[config.mk]
export PLATFORM = sky130hd
export DESIGN_NAME = cfg_lut4_cell
export DESIGN_NICKNAME = d
export VERILOG_FILES = /design/src/rtl/cfg_lut4_pkg.sv /design/src/rtl/cfg_shift_chain.sv /design/src/rtl/cfg_lut_select.sv /design/src/rtl/cfg_out_stage.sv /design/src/rtl/cfg_lut4_cell.sv
export SDC_FILE = /design/constraint.sdc
export NUM_CORES = 1
export LEC_CHECK = 0
export BUFFER_PORTS_ARGS = -buffer_cell sky130_fd_sc_hd__buf_2
export CORE_MARGIN = 2
export CORE_UTILIZATION = 47
export CTS_BUF_LIST = sky130_fd_sc_hd__clkbuf_4 sky130_fd_sc_hd__clkbuf_8
export DETAILED_ROUTE_END_ITERATION = 10
export PLACE_DENSITY = 0.77
export SYNTH_ARGS = -nofsm -noshare
export SYNTH_HDL_FRONTEND = slang
export SYNTH_SLANG_ARGS = --single-unit
[constraint.sdc]
create_clock -name clk -period 2.1 [get_ports clk]
set_clock_uncertainty 0.15 [all_clocks]
set_input_delay 0.315 -clock clk [delete_from_list [all_inputs] [get_ports clk]]
set_output_delay 0.315 -clock clk [all_outputs]
set_load 0.05 [all_outputs]
[src/rtl/cfg_lut4_pkg.sv]
package cfg_lut4_pkg;
    localparam int LE_INPUTS = 4;

    typedef enum logic {
        OUT_COMB = 1'b0,
        OUT_REG  = 1'b1
    } out_mode_e;
endpackage

[src/rtl/cfg_shift_chain.sv]
module cfg_shift_chain #(
    parameter int CELLS = 17
) (
    input  logic             clk,
    input  logic             shift_en,
    input  logic             ser_in,
    output logic [CELLS-1:0] cells
);
    typedef struct packed {
        logic [CELLS-1:0] cells;
    } chain_t;

    chain_t st_d, st_q;

    // cell 0 receives the serial input; the highest cell is the far end
    always_comb begin
        st_d = st_q;
        if (shift_en) begin
            st_d.cells = {st_q.cells[CELLS-2:0], ser_in};
        end
    end

    // configuration storage carries no reset
    always_ff @(posedge clk) begin
        st_q <= st_d;
    end

    assign cells = st_q.cells;
endmodule

[src/rtl/cfg_lut_select.sv]
module cfg_lut_select #(
    parameter int N_IN = 4,
    localparam int LEAVES = 1 << N_IN
) (
    input  logic [LEAVES-1:0] tbl_bits,
    input  logic [N_IN-1:0]   sel,
    output logic              lut_val
);
    // binary multiplexer tree; level L holds 2**L nodes and is steered
    // by select bit N_IN-1-L, so the root uses the most significant bit
    for (genvar L = 0; L < N_IN; L++) begin : g_lvl
        logic [(1 << L)-1:0] vec;
        logic [(2 << L)-1:0] below;
        if (L == N_IN - 1) begin : g_leaf
            assign below = tbl_bits;
        end else begin : g_inner
            assign below = g_lvl[L+1].vec;
        end
        for (genvar j = 0; j < (1 << L); j++) begin : g_node
            assign vec[j] = sel[N_IN-1-L] ? below[2*j+1] : below[2*j];
        end
    end

    assign lut_val = g_lvl[0].vec[0];
endmodule

[src/rtl/cfg_out_stage.sv]
module cfg_out_stage
    import cfg_lut4_pkg::*;
(
    input  logic      clk,
    input  logic      rst_n,
    input  logic      lut_val,
    input  out_mode_e mode,
    output logic      f
);
    typedef struct packed {
        logic hold;
    } ostage_t;

    ostage_t st_d, st_q;

    always_comb begin
        st_d      = st_q;
        st_d.hold = lut_val;
    end

    always_ff @(posedge clk or negedge rst_n) begin
        if (!rst_n) begin
            st_q <= '0;
        end else begin
            st_q <= st_d;
        end
    end

    always_comb begin
        f = (mode == OUT_REG) ? st_q.hold : lut_val;
    end
endmodule

[src/rtl/cfg_lut4_cell.sv]
module cfg_lut4_cell
    import cfg_lut4_pkg::*;
(
    input  logic clk,
    input  logic rst_n,
    input  logic cfg_si,
    input  logic cfg_shift,
    input  logic in_a,
    input  logic in_b,
    input  logic in_c,
    input  logic in_d,
    output logic out_f,
    output logic cfg_so
);
    localparam int N_IN       = LE_INPUTS;
    localparam int TBL_BITS   = 1 << N_IN;
    localparam int CHAIN_BITS = TBL_BITS + 1;
    localparam int MODE_POS   = CHAIN_BITS - 1;

    logic [CHAIN_BITS-1:0] cfg_cells;
    logic [N_IN-1:0]       lut_sel;
    logic                  lut_val;
    out_mode_e             mode;

    cfg_shift_chain #(.CELLS(CHAIN_BITS)) u_chain (
        .clk      (clk),
        .shift_en (cfg_shift),
        .ser_in   (cfg_si),
        .cells    (cfg_cells)
    );

    assign lut_sel = {in_a, in_b, in_c, in_d};
    assign mode    = out_mode_e'(cfg_cells[MODE_POS]);
    assign cfg_so  = cfg_cells[MODE_POS];

    cfg_lut_select #(.N_IN(N_IN)) u_lut (
        .tbl_bits (cfg_cells[TBL_BITS-1:0]),
        .sel      (lut_sel),
        .lut_val  (lut_val)
    );

    cfg_out_stage u_out (
        .clk     (clk),
        .rst_n   (rst_n),
        .lut_val (lut_val),
        .mode    (mode),
        .f       (out_f)
    );

    // the serial input lands in the first cell on a shifting edge
    assert_shift_in_R1: assert property (@(posedge clk) disable iff (!rst_n)
        cfg_shift |=> cfg_cells[0] == $past(cfg_si));

    // the serial output advances by exactly one cell per shift
    assert_chain_out_R3: assert property (@(posedge clk) disable iff (!rst_n)
        cfg_shift |=> cfg_so == $past(cfg_cells[MODE_POS-1]));

    // no cell moves while the shift enable is low
    assert_hold_cfg_R2: assert property (@(posedge clk) disable iff (!rst_n)
        !cfg_shift |=> $stable(cfg_cells));

    // registered output shows the lookup value of the previous edge
    assert_reg_path_R6: assert property (@(posedge clk) disable iff (!rst_n)
        (mode == OUT_REG && $past(mode) == OUT_REG && $past(rst_n))
            |-> out_f == $past(lut_val));

    // leaving reset in registered mode, the output starts cleared
    assert_reset_clear_R7: assert property (@(posedge clk) disable iff (!rst_n)
        ($rose(rst_n) && mode == OUT_REG) |-> !out_f);
endmodule

==> results.py <==
metrics = {
    "setup_path": {
        "slowest_stage": "mux4_2",
        "max_stage_delay_ns": 0.50,
        "endpoint_kind": "primary output",
        "worstSetupPathType": "flip-flop to primary output",
        "cp_num_buf_inv": 1,
        "critPathArrivalTime_ns": 1.90,
        "start_kind": "flip-flop",
        "path_delay_family": "multiplexers",
        "crit_chain": "mux4_2 -> o22ai_2 -> o22ai_1 -> mux2_4 -> buf_6",
        "crit_path_max_fanout": 2,
        "required_ns": 1.63,
    },
    "layout": {
        "final_util": 0.6379,
        "post-route-cell-area_um2": 850.8,
        "final_common_cell": "edfxtp_1",
        "instances_no_fill": 66,
        "layout_common_cells": "edfxtp_1, buf_2, buf_4, mux4_2, clkbuf_4",
        "fin_nets": 60,
        "layout-drive-gt1-share": 0.5098,
        "diodes": 0,
        "areaGrowthSynthToFinish_pct": 22.30,
        "fill_cells": 98,
    },
    "floorplan": {
        "num_io_pins": 10,
        "die_w_um": 42.47,
        "rows": 13,
        "die-area_mm2": 0.001804,
        "start_util": 0.5216,
        "fp.dieH_um": 42.47,
        "fp.coreArea_mm2": 0.001334,
    },
    "clocking": {
        "clk_pin_slew_ns": 0.10,
        "numCtsBuffers": 3,
        "clock_latency_ns": 0.30,
        "cts-root-buf": "clkbuf_4",
        "cts.sinks": 18,
        "h-tree-depth": 1,
        "cts_tree": "done",
        "cts_buffer_depth": 2,
    },
    "sta": {
        "period_share": 1.126,
        "finalCriticalPeriod_ns": 2.364,
        "setup_ws_ns": -0.2642,
        "slew_violations": 0,
        "setup_viol": 1,
        "rsz0062_at_grt": "yes",
        "worst_pin_slew_ns": 0.3614,
        "slew_headroom": 0.7591,
        "fmax_mhz": 423.0,
        "hold_violations": 0,
    },
    "global_routing": {
        "grt_max_degree": 18,
        "grt_pass1_wl_um": 1752,
        "grt_overflow": 0,
        "grt_pass1_vias": 377,
        "grt_use_total": 0.1423,
        "antenna_found_initial": 0,
    },
    "run_status": {
        "violations": "negative setup slack",
        "status": "finished with violations",
    },
    "synth": {
        "synth-seq-cells": 18,
        "syn_area_per_cell_um2": 21.74,
        "synth_cell_types": 11,
        "syn-num-nets": 40,
        "yosysSeqAreaShare": 0.7698,
        "synthCells": 32,
        "yosysWarnings": 0,
        "syn-cell-area_um2": 695.7,
    },
    "job": {
        "cap_violations": 0,
    },
    "detailed_routing": {
        "drtIter0Drc": 7,
        "route.met3.wl_um": 69,
        "totalWireLength_um": 1076,
        "viasPerCell": 5.697,
        "first_pass_iters": 4,
        "dr.max_layer_used": "met4",
        "remaining_drc_errors": 0,
        "wl_met2_um": 532,
        "met1Wirelength_um": 432,
        "ant_nets": 0,
        "wl_per_cell_um": 16.30,
        "vias": 376,
    },
    "power_and_ir_drop": {
        "peakVddDrop_uv": 467.6,
        "power_density_mw_per_mm2": 840.4,
        "power.leakage_nw": 0.3279,
        "finalPower_uw": 715.0,
    },
    "hold_path": {
        "hp-class": "input pin to flip-flop",
    },
    "place": {
        "gp_congestion": 0.7676,
        "port_buffers": 9,
        "place_area_um2": 762.0,
        "dp_cells": 56,
    },
}
where the power goes:
part / internal [mW] / switching (mW) / leakage, nW / total [mW]
sequential: 0.418 / 0.0109 / 0.178 / 0.429
clock: 0.106 / 0.101 / 0.0210 / 0.207
combinational: 0.0408 / 0.0388 / 0.129 / 0.0796
total: 0.564 / 0.151 / 0.328 / 0.715
Yosys cell counts:
cell	count	share of area
dfrtp_1	1	0.036
edfxtp_1	17	0.73
mux2_2	3	0.049
nand2_1	1	0.0054
clkbuf_2	1	0.0072
o22ai_1	2	0.018
or2b_1	1	0.011
inv_1	1	0.0054
o21ai_0	1	0.0072
mux4_1	3	0.11
mux2i_1	1	0.014
metrics by stage:
step / TNS (ns) / setup slack [ns] / hold slack, ns
2_1_floorplan: 0 / 0.01317 / -0.1306
3_3_place_gp: -0.1055 / -0.1055 / -0.06059
3_5_place_dp: -0.1426 / -0.1426 / -0.05815
4_1_cts: -0.2722 / -0.2722 / 0.03987
5_1_grt: -0.3582 / -0.3582 / 0.03342
6_report: -0.2642 / -0.2642 / 0.04741
path summary, 6_finish.rpt:
path	from	end	slack [ns]	cells after the start
setup / recovery	u_chain.cells[5]	out_f	-0.26	5
hold / removal	cfg_si	u_chain.cells[0]	0.05	1
setup reg to reg	u_chain.cells[5]	u_out.st_q	0.66	3
hold reg to reg	u_chain.cells[6]	u_chain.cells[7]	0.30	0
max in group asynchronous	rst_n	u_out.st_q	1.56	2
min in group asynchronous	rst_n	u_out.st_q	0.16	2
routing by layer:
metal,vias to the layer above,GRT usage
met2,19,0.2062
met4,0,0.1250
met3,4,0.06034
met5,-,0
li1,166,-
met1,187,0.1579
logic make-up after synthesis:
kind of cell,count (synthesis),synth area share
DFF,18,0.7698
muxes,7,0.1763
AOI/OAI and AO/OA,3,0.02517
and+or+nand+nor,2,0.01619
buffers and inverters,2,0.01258
what timing repair did:
item | 4_1_cts | 5_1_grt
resized for setup | 6 | 1
endpoints found under the hold margin | 1 | 0
buffers inserted | 4 | 1
endpoints found under the setup margin | 1 | 1
hold buffers | 1 | 0
pin swaps | 0 | 1
layout make-up:
cell class | instances | area [um^2] | area share
inverter | 1 | 3.754 | 0.004412
multi-input combinational | 12 | 150.1 | 0.1765
sequential | 18 | 535.5 | 0.6294
tap | 15 | 18.77 | 0.02206
timing repair buffer | 16 | 106.4 | 0.1250
clock buffer | 4 | 36.28 | 0.04265
flip-flops by register name, summed over array words and instances (netlist names):
name,count
u_out.st_q,1
u_chain.cells,17
(Power assumes the default switching activity.)
